==> src/rtl/tone_sched_pkg.sv <==
package tone_sched_pkg;
  typedef enum logic [1:0] {
    CFG_ALLOW = 2'd0,
    CFG_KMIN  = 2'd1,
    CFG_KMAX  = 2'd2,
    CFG_TONES = 2'd3
  } cfg_sel_e;
endpackage

==> src/rtl/tsched_cfg.sv <==
module tsched_cfg
  import tone_sched_pkg::*;
#(
  parameter int unsigned CFG_W = 19,
  parameter int unsigned CYC_W = 12,
  parameter int unsigned TN_W  = 6
) (
  input  logic             clk_i,
  input  logic             rst_ni,
  input  logic             we_i,
  input  logic [1:0]       addr_i,
  input  logic [CFG_W-1:0] wdata_i,
  output logic [CFG_W-1:0] allow_o,
  output logic [CYC_W-1:0] kmin_o,
  output logic [CYC_W-1:0] kmax_o,
  output logic [TN_W-1:0]  tones_o
);
  always_ff @(posedge clk_i or negedge rst_ni) begin
    if (!rst_ni) begin
      allow_o <= '0;
      kmin_o  <= '0;
      kmax_o  <= '0;
      tones_o <= '0;
    end else if (we_i) begin
      case (cfg_sel_e'(addr_i))
        CFG_ALLOW: allow_o <= wdata_i;
        CFG_KMIN:  kmin_o  <= wdata_i[CYC_W-1:0];
        CFG_KMAX:  kmax_o  <= wdata_i[CYC_W-1:0];
        default:   tones_o <= wdata_i[TN_W-1:0];
      endcase
    end
  end
endmodule

==> src/rtl/tsched_fifo.sv <==
// Flop queue with full random read of the oldest NPOP entries; DEPTH is a power of two.
module tsched_fifo #(
  parameter int unsigned W     = 10,
  parameter int unsigned DEPTH = 8,
  parameter int unsigned NPOP  = 4,
  parameter int unsigned PTR_W = $clog2(DEPTH),
  parameter int unsigned CNT_W = $clog2(DEPTH + 1),
  parameter int unsigned NP_W  = $clog2(NPOP + 1)
) (
  input  logic            clk_i,
  input  logic            rst_ni,
  input  logic            valid_i,
  input  logic [W-1:0]    data_i,
  output logic            ready_o,
  input  logic [NP_W-1:0] pop_n_i,
  output logic [CNT_W-1:0] count_o,
  output logic [NPOP*W-1:0] peek_o
);
  logic [W-1:0]     mem_q [DEPTH];
  logic [PTR_W-1:0] head_q;
  logic [CNT_W-1:0] count_q;
  logic [PTR_W-1:0] wr_ptr;
  logic             push;

  assign ready_o = (count_q < CNT_W'(DEPTH));
  assign push    = valid_i & ready_o;
  assign wr_ptr  = head_q + count_q[PTR_W-1:0];
  assign count_o = count_q;

  for (genvar k = 0; k < NPOP; k++) begin : g_peek
    assign peek_o[k*W +: W] = mem_q[head_q + PTR_W'(k)];
  end

  always_ff @(posedge clk_i) begin
    if (push) mem_q[wr_ptr] <= data_i;
  end

  always_ff @(posedge clk_i or negedge rst_ni) begin
    if (!rst_ni) begin
      head_q  <= '0;
      count_q <= '0;
    end else begin
      head_q  <= head_q + PTR_W'(pop_n_i);
      count_q <= count_q + CNT_W'(push) - CNT_W'(pop_n_i);
    end
  end

  p_no_overflow_r1: assert property (@(posedge clk_i) disable iff (!rst_ni)
    count_q <= CNT_W'(DEPTH));
  p_pop_le_count_r2: assert property (@(posedge clk_i) disable iff (!rst_ni)
    CNT_W'(pop_n_i) <= count_q);
endmodule

==> src/rtl/tsched_alloc.sv <==
// Ranks eligible cores lowest index first and grants as many as tones are queued.
module tsched_alloc #(
  parameter int unsigned N     = 4,
  parameter int unsigned CNT_W = 4,
  parameter int unsigned RK_W  = $clog2(N + 1)
) (
  input  logic [N-1:0]      elig_i,
  input  logic [CNT_W-1:0]  avail_i,
  input  logic              block_i,
  output logic [N-1:0]      grant_o,
  output logic [N*RK_W-1:0] rank_o,
  output logic [RK_W-1:0]   ngrant_o
);
  always_comb begin
    int r;
    int g;
    r = 0;
    g = 0;
    grant_o = '0;
    rank_o  = '0;
    for (int i = 0; i < N; i++) begin
      rank_o[i*RK_W +: RK_W] = RK_W'(r);
      if (elig_i[i]) begin
        if (!block_i && (r < int'(avail_i))) begin
          grant_o[i] = 1'b1;
          g++;
        end
        r++;
      end
    end
    ngrant_o = RK_W'(g);
  end
endmodule

==> src/rtl/tsched_budget.sv <==
// Budget chain: rank j sees the budgets of ranks below it as outstanding.
module tsched_budget #(
  parameter int unsigned N     = 4,
  parameter int unsigned CYC_W = 12,
  parameter int unsigned TN_W  = 6,
  parameter int unsigned IDX_W = TN_W + 1,
  parameter int unsigned SW    = CYC_W + TN_W + 4
) (
  input  logic                 clk_i,
  input  logic                 rst_ni,
  input  logic signed [SW-1:0] base_i,
  input  logic [CYC_W-1:0]     kmin_i,
  input  logic [CYC_W-1:0]     kmax_i,
  input  logic [TN_W-1:0]      tones_i,
  input  logic [IDX_W-1:0]     idx_i,
  output logic [N*CYC_W-1:0]   bud_o
);
  localparam int unsigned PW = CYC_W + IDX_W + 1;

  logic signed [SW-1:0] slack [N+1];
  assign slack[0] = base_i;

  for (genvar j = 0; j < N; j++) begin : g_rank
    logic [IDX_W:0]       nxt;
    logic [IDX_W:0]       tones_x;
    logic [IDX_W:0]       rest;
    logic [PW-1:0]        rsv;
    logic signed [SW-1:0] val;
    logic [CYC_W-1:0]     bud;

    assign nxt     = {1'b0, idx_i} + (IDX_W+1)'(j + 1);
    assign tones_x = (IDX_W+1)'(tones_i);
    assign rest    = (tones_x > nxt) ? (tones_x - nxt) : '0;
    assign rsv     = PW'(kmin_i) * PW'(rest);
    assign val     = slack[j] - $signed(SW'(rsv));

    always_comb begin
      if (val <= 0)                        bud = '0;
      else if (val > $signed(SW'(kmax_i))) bud = kmax_i;
      else                                 bud = val[CYC_W-1:0];
    end

    assign bud_o[j*CYC_W +: CYC_W] = bud;
    assign slack[j+1] = slack[j] - $signed(SW'(bud));

    p_budget_cap_r7: assert property (@(posedge clk_i) disable iff (!rst_ni)
      bud <= kmax_i);
  end
endmodule

==> src/rtl/tone_sched.sv <==
module tone_sched #(
  parameter int unsigned N_CORES = 4,
  parameter int unsigned DEPTH   = 8,
  parameter int unsigned TONE_W  = 10,
  parameter int unsigned CYC_W   = 12,
  parameter int unsigned TN_W    = 6,
  parameter int unsigned CFG_W   = CYC_W + TN_W + 1
) (
  input  logic                      clk_i,
  input  logic                      rst_ni,
  input  logic                      cfg_we_i,
  input  logic [1:0]                cfg_addr_i,
  input  logic [CFG_W-1:0]          cfg_wdata_i,
  input  logic                      sym_start_i,
  input  logic                      tone_valid_i,
  input  logic [TONE_W-1:0]         tone_data_i,
  output logic                      tone_ready_o,
  input  logic [N_CORES-1:0]        core_idle_i,
  input  logic [N_CORES-1:0]        done_i,
  input  logic [N_CORES*CYC_W-1:0]  done_used_i,
  output logic [N_CORES-1:0]        disp_valid_o,
  output logic [N_CORES*TONE_W-1:0] disp_data_o,
  output logic [N_CORES*CYC_W-1:0]  disp_budget_o
);
  localparam int unsigned ACC_W = CFG_W;
  localparam int unsigned IDX_W = TN_W + 1;
  localparam int unsigned SW    = ACC_W + 3;
  localparam int unsigned CNT_W = $clog2(DEPTH + 1);
  localparam int unsigned RK_W  = $clog2(N_CORES + 1);

  logic [CFG_W-1:0] allow;
  logic [CYC_W-1:0] kmin, kmax;
  logic [TN_W-1:0]  tones;

  logic [N_CORES-1:0]        busy_q, live_q, busy_n, live_n;
  logic [CYC_W-1:0]          held_q [N_CORES];
  logic [ACC_W-1:0]          used_q, out_q, used_n, out_n;
  logic [IDX_W-1:0]          idx_q, idx_n;

  logic [CNT_W-1:0]          fifo_cnt;
  logic [N_CORES*TONE_W-1:0] peek;
  logic [N_CORES-1:0]        elig, grant;
  logic [N_CORES*RK_W-1:0]   rank;
  logic [RK_W-1:0]           ngrant;
  logic [N_CORES*CYC_W-1:0]  rank_bud;
  logic signed [SW-1:0]      base;

  tsched_cfg #(.CFG_W(CFG_W), .CYC_W(CYC_W), .TN_W(TN_W)) u_cfg (
    .clk_i, .rst_ni,
    .we_i(cfg_we_i), .addr_i(cfg_addr_i), .wdata_i(cfg_wdata_i),
    .allow_o(allow), .kmin_o(kmin), .kmax_o(kmax), .tones_o(tones)
  );

  tsched_fifo #(.W(TONE_W), .DEPTH(DEPTH), .NPOP(N_CORES)) u_fifo (
    .clk_i, .rst_ni,
    .valid_i(tone_valid_i), .data_i(tone_data_i), .ready_o(tone_ready_o),
    .pop_n_i(ngrant), .count_o(fifo_cnt), .peek_o(peek)
  );

  assign elig = core_idle_i & ~busy_q;

  tsched_alloc #(.N(N_CORES), .CNT_W(CNT_W)) u_alloc (
    .elig_i(elig), .avail_i(fifo_cnt), .block_i(sym_start_i),
    .grant_o(grant), .rank_o(rank), .ngrant_o(ngrant)
  );

  assign base = $signed(SW'(allow)) - $signed(SW'(used_q)) - $signed(SW'(out_q));

  tsched_budget #(.N(N_CORES), .CYC_W(CYC_W), .TN_W(TN_W), .IDX_W(IDX_W), .SW(SW)) u_budget (
    .clk_i, .rst_ni,
    .base_i(base), .kmin_i(kmin), .kmax_i(kmax), .tones_i(tones), .idx_i(idx_q),
    .bud_o(rank_bud)
  );

  // route rank-ordered tones and budgets to the granted cores
  always_comb begin
    disp_valid_o  = grant;
    disp_data_o   = '0;
    disp_budget_o = '0;
    for (int i = 0; i < N_CORES; i++) begin
      for (int k = 0; k < N_CORES; k++) begin
        if (grant[i] && (rank[i*RK_W +: RK_W] == RK_W'(k))) begin
          disp_data_o[i*TONE_W +: TONE_W]  = peek[k*TONE_W +: TONE_W];
          disp_budget_o[i*CYC_W +: CYC_W]  = rank_bud[k*CYC_W +: CYC_W];
        end
      end
    end
  end

  always_comb begin
    logic [IDX_W:0] isum;
    busy_n = busy_q;
    live_n = live_q;
    used_n = used_q;
    out_n  = out_q;
    for (int i = 0; i < N_CORES; i++) begin
      if (done_i[i] && busy_q[i]) begin
        busy_n[i] = 1'b0;
        live_n[i] = 1'b0;
        if (live_q[i] && !sym_start_i) begin
          out_n  = out_n - ACC_W'(held_q[i]);
          used_n = used_n + ACC_W'(done_used_i[i*CYC_W +: CYC_W]);
        end
      end
    end
    if (sym_start_i) begin
      used_n = '0;
      out_n  = '0;
      live_n = '0;
    end
    for (int i = 0; i < N_CORES; i++) begin
      if (grant[i]) begin
        busy_n[i] = 1'b1;
        live_n[i] = 1'b1;
        out_n     = out_n + ACC_W'(disp_budget_o[i*CYC_W +: CYC_W]);
      end
    end
    isum = {1'b0, idx_q} + (IDX_W+1)'(ngrant);
    if (sym_start_i)    idx_n = '0;
    else if (isum[IDX_W]) idx_n = '1;
    else                idx_n = isum[IDX_W-1:0];
  end

  always_ff @(posedge clk_i or negedge rst_ni) begin
    if (!rst_ni) begin
      busy_q <= '0;
      live_q <= '0;
      used_q <= '0;
      out_q  <= '0;
      idx_q  <= '0;
      for (int i = 0; i < N_CORES; i++) held_q[i] <= '0;
    end else begin
      busy_q <= busy_n;
      live_q <= live_n;
      used_q <= used_n;
      out_q  <= out_n;
      idx_q  <= idx_n;
      for (int i = 0; i < N_CORES; i++) begin
        if (grant[i]) held_q[i] <= disp_budget_o[i*CYC_W +: CYC_W];
      end
    end
  end

  p_no_disp_on_start_r9: assert property (@(posedge clk_i) disable iff (!rst_ni)
    sym_start_i |-> (disp_valid_o == '0));
  p_sums_clear_r9: assert property (@(posedge clk_i) disable iff (!rst_ni)
    sym_start_i |=> (used_q == '0 && out_q == '0 && idx_q == '0));

  for (genvar i = 0; i < N_CORES; i++) begin : g_chk
    p_disp_needs_idle_r3: assert property (@(posedge clk_i) disable iff (!rst_ni)
      disp_valid_o[i] |-> core_idle_i[i]);
    p_no_redispatch_r3: assert property (@(posedge clk_i) disable iff (!rst_ni)
      disp_valid_o[i] |=> !disp_valid_o[i]);
    p_used_added_r8: assert property (@(posedge clk_i) disable iff (!rst_ni)
      (done_i[i] && busy_q[i] && live_q[i] && !sym_start_i)
      |=> (used_q >= ACC_W'($past(done_used_i[i*CYC_W +: CYC_W]))));
  end
endmodule

==> config.mk <==
export PLATFORM = sky130hd
export DESIGN_NAME = tone_sched
export DESIGN_NICKNAME = d
export VERILOG_FILES = /design/src/rtl/tone_sched_pkg.sv /design/src/rtl/tsched_cfg.sv /design/src/rtl/tsched_fifo.sv /design/src/rtl/tsched_alloc.sv /design/src/rtl/tsched_budget.sv /design/src/rtl/tone_sched.sv
export SDC_FILE = /design/constraint.sdc
export NUM_CORES = 2
export LEC_CHECK = 0
export BUFFER_PORTS_ARGS = -buffer_cell sky130_fd_sc_hd__buf_2
export CORE_ASPECT_RATIO = 0.75
export CORE_MARGIN = 4
export CORE_UTILIZATION = 45
export CTS_CLUSTER_DIAMETER = 50
export DETAILED_ROUTE_END_ITERATION = 7
export SYNTH_ARGS = -nofsm -noshare
export SYNTH_HDL_FRONTEND = slang
export SYNTH_SLANG_ARGS = --single-unit
==> constraint.sdc <==
create_clock -name clk_i -period 49.9 [get_ports clk_i]
set_input_delay 7.485 -clock clk_i [delete_from_list [all_inputs] [get_ports clk_i]]
set_output_delay 7.485 -clock clk_i [all_outputs]
set_load 0.01 [all_outputs]
Yosys cells after proc, flatten, opt, wreduce, memory -nomap -nowiden
Memory sizes are Yosys's and may differ from the RTL's.
Cells that the tools add are included.

cells by class
  div/mod/pow operators = 0
  bitwise gates (word level) = 4
  mux-type cells = 96
  $mul = 4
  magnitude comparators = 17
  shift-type cells = 0
  add/subtract/negate cells = 42
  equality and inequality tests = 11
  reduce and logical (&&, ||, !) cells = 42

operators by type and width
  kind                                                                     count
  19-bit 2-to-1 mux                                                        22
  12-bit 2-to-1 mux                                                        21
  19-bit by 12-bit adder with 19-bit output                                8
  10-bit 2-to-1 mux                                                        13
  22-bit by 13-bit greater-than comparator with 1-bit output               4
  22-bit by 1-bit <= comparator with 1-bit output (second input constant)  4
  12-bit by 8-bit multiplier with 20-bit output                            4
  19-bit by 12-bit subtractor with 19-bit output                           4
  22-bit by 21-bit subtractor with 22-bit output                           3
  32-bit by 5-bit < comparator with 1-bit output                           2
  32-bit 2-to-1 mux                                                        2
  22-bit by 13-bit subtractor with 22-bit output                           2
  32-bit by 2-bit adder with 32-bit output (second input constant)         1
  6-bit by 8-bit greater-than comparator with 1-bit output                 4
  8-bit 2-to-1 mux                                                         4
  6-bit by 8-bit subtractor with 8-bit output                              4
  1-bit 2-to-1 mux                                                         25
  1-bit logical AND                                                        24
  21-bit by 13-bit subtractor with 22-bit output                           1
  21-bit by 21-bit subtractor with 22-bit output                           1
  20-bit by 20-bit subtractor with 21-bit output                           1
  19-bit by 19-bit subtractor with 20-bit output                           1
  3-bit by 2-bit == test with 1-bit output (second input constant)         6
  3-bit 2-to-1 mux                                                         6
  29 further kinds                                                         49

word-level totals
  memory bits (writable) = 80
  output and inout port bits = 93
  memories = 1
  bits in latches = 0
  word-level logic and storage cells = 238
  bits in registers = 157
  bits in read-only memories = 0
  input port bits = 92

memory list
  name          depth  width  read ports  clocked after memory_dff  wr ports  RTL line           RTL
  u_fifo.mem_q  8      10     4           0                         1         tsched_fifo.sv:19  logic [W-1:0] mem_q [DEPTH];

Longest topological paths before layout
  depth in word-level cells = 30
  gate-level depth with buffers = 146
  gate-level depth less buffers = 140

Hierarchy
Synthesis repeated with hierarchy kept, for this count alone.

second synthesis, totals
  cell total of the unflattened synthesis = 5365
  area, all modules = 45133.3 µm²

modules (own cells, without submodules)
  module         times used  sequential area each (µm²)  area each (µm²)  cells an instance
  tsched_budget  1           0.0                         21388.0          2690
  tone_sched     1           2527.4                      16473.3          2180
  tsched_fifo    1           2577.5                      4911.0           333
  tsched_cfg     1           1226.2                      1901.8           106
  tsched_alloc   1           0.0                         459.2            56

Worst setup path before layout
Ideal clock, no wire load.

  path kind = register to output
  start = register idx_q[1]
  end = output port disp_budget_o[26]
  required time = 42415 ps
  data arrival time = 23507 ps
  stages on the path, launching flop included = 117
  buffers on the path = 10
  slack = 18908 ps
  path through = dfrtp_1 > ha_1 > nand2_1 > xor2_1 > ha_1 > a21o_1 > a21o_1 > a21oi_1 > or3_1 > clkbuf_1 > a211oi_1 > clkbuf_1 > nand2_1 > fa_1 > fa_1 > inv_1 > fa_1 > inv_1 > [81 not listed] > ha_1 > a21o_1 > a21o_1 > a21oi_1 > o21ai_0 > a21oi_1 > nor2b_1 > o21ai_0 > or3b_2 > buf_4 > and2_1 > mux2i_1 > clkbuf_1 > mux2i_1 > or2_2 > nand2_1 > a21oi_1 > a21oi_1

on the way
  word-level cells in the longest chain between the ends = 24
  elaborated cells on any way between the ends = 47
  classes of those cells = 15 x add/sub; 4 x mul; 12 x order compare; 16 x mux

RTL lines
  item                                                                                                                     RTL line             RTL
  start: declaration                                                                                                       tone_sched.sv:38     logic [IDX_W-1:0] idx_q, idx_n;
  start signal: assignment                                                                                                 tone_sched.sv:137    idx_q <= idx_n;
  7-bit by 1-bit adder with 8-bit output                                                                                   tsched_budget.sv:31  assign nxt = {1'b0, idx_i} + (IDX_W+1)'(j + 1);
  6-bit by 8-bit subtractor with 8-bit output or 6-bit by 8-bit greater-than comparator with 1-bit output (tied branches)  tsched_budget.sv:33  assign rest = (tones_x > nxt) ? (tones_x - nxt) : '0;
  8-bit 2-to-1 mux                                                                                                         tsched_budget.sv:33
  12-bit by 8-bit multiplier with 20-bit output                                                                            tsched_budget.sv:34  assign rsv = PW'(kmin_i) * PW'(rest);
  21-bit by 21-bit subtractor with 22-bit output                                                                           tsched_budget.sv:35  assign val = slack[j] - $signed(SW'(rsv));
  22-bit by 13-bit greater-than comparator with 1-bit output                                                               tsched_budget.sv:39  else if (val > $signed(SW'(kmax_i))) bud = kmax_i;
  12-bit 2-to-1 mux                                                                                                        tsched_budget.sv:39
  12-bit 2-to-1 mux                                                                                                        tsched_budget.sv:38  if (val <= 0) bud = '0;
  [8 not listed]                                                                                                           n/a
  12-bit 2-to-1 mux                                                                                                        tsched_budget.sv:39
  12-bit 2-to-1 mux                                                                                                        tsched_budget.sv:38
  22-bit by 13-bit subtractor with 22-bit output                                                                           tsched_budget.sv:44  assign slack[j+1] = slack[j] - $signed(SW'(bud));
  22-bit by 21-bit subtractor with 22-bit output                                                                           tsched_budget.sv:35
  22-bit by 13-bit greater-than comparator with 1-bit output                                                               tsched_budget.sv:39
  12-bit 2-to-1 mux                                                                                                        tsched_budget.sv:39
  12-bit 2-to-1 mux                                                                                                        tsched_budget.sv:38
  12-bit 2-to-1 mux *                                                                                                      tone_sched.sv:82     if (grant[i] && (rank[i*RK_W +: RK_W] == RK_W'(k))) begin
  end: declaration                                                                                                         tone_sched.sv:23     output logic [N_CORES*CYC_W-1:0] disp_budget_o

Mark *: on every way between the ends. The rest lies on a longest branch, timed or not.

Final worst setup path
  start = register idx_q[2]
  end = output port disp_budget_o[30]

The elaborated chain is that of the path after synthesis.

==> summary.txt <==
Crit path DAT = 28.46 ns
Total grt overflow = 0
Die W = 373 um
Routed WL = 155,000 um
CTS Root Cell = clkbuf_16
Compound-Gate Fraction of Synth Area = 19.5%
Yosys warns = 0
TritonCTS clock tree = built
Vias in the first global route = 38,900
Final period util = 72.0%
Proportion of layout cells with a drive suffix above 1 = 10.0%
CTS Buffer Depth = 3
DR pass1 iterations = 8
Slew Limit Headroom = 16.7%
Seq/Total Area, Yosys = 14.0%
Fmax = 27.8 MHz
Required time of the critical path = 42.42 ns
Kind of critical path = reg -> out
Reg clk slew, reported paths = 0.06 ns
Adder-cell share of the synthesized area = 27.7%
First-pass GRT wire length = 235,000 um
Yosys top cell by area = ha_1
Drt wl/cell = 22.2 um
MaxCap Viol Count = 0
Worst slew pin tran = 1.25 ns
RePlAce Congestion = 0.969
Combinational family with the most area after synthesis = adder cells
Initial antenna violation count = 12
Yosys cell types = 107
Die area = 105,000 um2
HPWL after detailed placement = 123,000 um
Synth top area cells = ha_1 15%, fa_1 12%, dfrtp_1 8.7%, edfxtp_1 5.3%, inv_1 4.9%
Number of synthesized flops with an enable pin = 80
Largest net degree at the start of global routing = 56
Clk_lat worst skew = 0.59 ns
CP max stage delay = 1.05 ns
Startpoint types = flop
Post-synth top area share = 15.3%
# DRC = 6
Most numerous cell on the critical path = a21oi_1
Critical path fanouts, max = 13
# nets final = 6,536
Cell Rows = 100
Starting DRC count in detailed routing = 4,092
Die H = 282 um
Hold path start = held_q[32]$_DFFE_PN0P_
Initial Util = 45.4%
Post-route antenna net violation count = 0
Crit path capture type = primary output
HP Class = reg -> reg
Status = finished, violations left
Setup-failing EPs final = 0
Final Hold Fails = 0
Multiplexer share of the synthesized area = 6.64%
Synth Flop Type = dfrtp_1
Mean Syn Cell Area = 8.24 um2
Post-Syn Instances = 5,469
Fin Clk Skew = 0.0310 ns
CP startpoint = idx_q[2]$_DFF_PN0_
Vias per Instance = 5.93
Clock sinks = 237
CTS Buf Count = 39
Most frequent cells in the layout = 591 x inv_1, 551 x ha_1, 454 x nand2_1
Fin crit period = 35.94 ns
Core ar. = 99,300 um2
Synthesized cell area = 45,100 um2
Simple-Gate Fraction of Synth Area = 17.8%
Setup fix buffers added after clock tree synthesis = 0
Post-cts resize count = 0
I/O Pins = 185
Layout overhead on the synthesized area = 8.57%
Routed via count = 41,400
Htree depth = 2
Synth Area in XOR/XNOR = 7.50%
# hold bufs at CTS = 0
Fin Setup TNS = 0 ns
Commonest non-fill, non-tap cell in the layout = inv_1
RR Startpoint = idx_q[2]$_DFF_PN0_
IO buf count = 184
Total track usage = 28.5%
Async SR Flop Fraction = 66.2%
Slew Viols, Final = 0
Failing checks = DRC
Critical path's slowest cell = o21bai_1
#FFs+latches synth = 237
Unrepaired setup endpoints after global routing = no
-- cell usage after synthesis (18+ instances only) --
cell type  number
mux4_2         27
clkbuf_1      162
nand4_1        41
nor3_1        112
or2_2          28
ha_1          551
o31ai_1        31
o211ai_1       48
xnor2_1       253
and2_1        195
nand3_1        58
nor2b_1        48
o21a_1         71
nor4_1         23
xor2_1        121
dfrtp_1       157
o21ai_0       248
a21o_1        140
or3_1          30
a211o_1        18
a221oi_1       23
fa_1          279
buf_1          25
o2111ai_1      21
edfxtp_1       80
a21oi_1       367
o22ai_1        28
or4_1          20
mux2i_1       101
o21bai_1       56
a211oi_1       70
and3_1         66
nand2b_1       55
mux2_2        122
inv_1         591
nor2_1        429
a22oi_1        21
nand2_1       455
a31oi_1        48
-- worst paths after layout --
path | end | slack [ns] | cells after the start
hold / removal | held_q[32]$_DFFE_PN0P_ | 0.48 | 1
setup reg to reg | out_q[18]$_DFF_PN0_ | 17.46 | 132
hold reg to reg | held_q[32]$_DFFE_PN0P_ | 0.48 | 1
min in group asynchronous | used_q[15]$_DFF_PN0_ | 6.87 | 1
max in group asynchronous | u_fifo.head_q[0]$_DFF_PN0_ | 40.95 | 3
setup / recovery | disp_budget_o[30] | 13.96 | 112
-- final cells by class --
class / instances / area (um2)
Antenna cell: 4 / 10.0
Clock buffer: 45 / 1030
Clock inverter: 26 / 243
Fill cell: 9738 / 50400
Inverter: 601 / 2260
Multi-Input combinational cell: 4479 / 35900
Sequential cell: 237 / 6330
Tap cell: 1326 / 1660
Timing Repair Buffer: 256 / 1470
-- state kept, by name, summed over array words and instances, names as in the netlist --
signal,count
live_q,4
idx_q,7
u_fifo.count_o,4
u_fifo.mem_q,80
u_cfg.kmin_o,12
busy_q,4
used_q,19
held_q,48
u_cfg.allow_o,19
u_fifo.head_q,3
out_q,19
u_cfg.tones_o,6
u_cfg.kmax_o,12
-- kinds of logic (layout without fill, tap and decap cells) --
group | count (synthesis) | after routing
other | 2 | 52
AND/OR/NAND/NOR | 1633 | 1633
adder cells (fa/ha/maj) | 830 | 830
buffers and inverters | 799 | 928
multiplexers | 250 | 250
XOR/XNOR | 379 | 379
AO/OA/AOI/OAI | 1339 | 1339
flip-flops | 237 | 237
-- worst max-delay path: cells and delay by family, from the launching register on --
family                   cells  cell delay (ns)
AO/OA/AOI/OAI               50            10.22
XOR/XNOR                     5             1.20
adder cells (fa/ha/maj)     16             6.18
buffers and inverters       11             1.10
flip-flops                   1             0.55
multiplexers                 5             1.81
AND/OR/NAND/NOR             25             6.78
-- per-layer routing --
metal / GRT usage (%) / routed length [um] / part of all wire (%) / up-vias
li1: - / - / - / 19500
met1: 42.3 / 72500 / 47 / 20000
met2: 42.1 / 63300 / 41 / 1690
met3: 6.52 / 14500 / 9.4 / 243
met4: 6.54 / 4230 / 2.7 / 6
met5: 0.263 / 69 / 0.045 / -
-- stage by stage --
step | hold slack [ns] | utilization (%) | cells | setup slack (ns) | cell area [um2]
2_1_floorplan | 0.450 | - | 5515 | 18.91 | 45200
5_1_grt | 0.491 | 49.2 | 6970 | 12.06 | 48900
4_1_cts | 0.478 | 49.2 | 6970 | 14.56 | 48900
3_3_place_gp | 0.460 | 48.0 | 6899 | 15.69 | 47600
6_report | 0.478 | 49.3 | 6974 | 13.96 | 48900
3_5_place_dp | 0.466 | 48.0 | 6899 | 15.24 | 47600
Power is left out: the tool's default activity adds up to more than one toggle a clock period on the data nets, which glitch-free logic cannot reach.
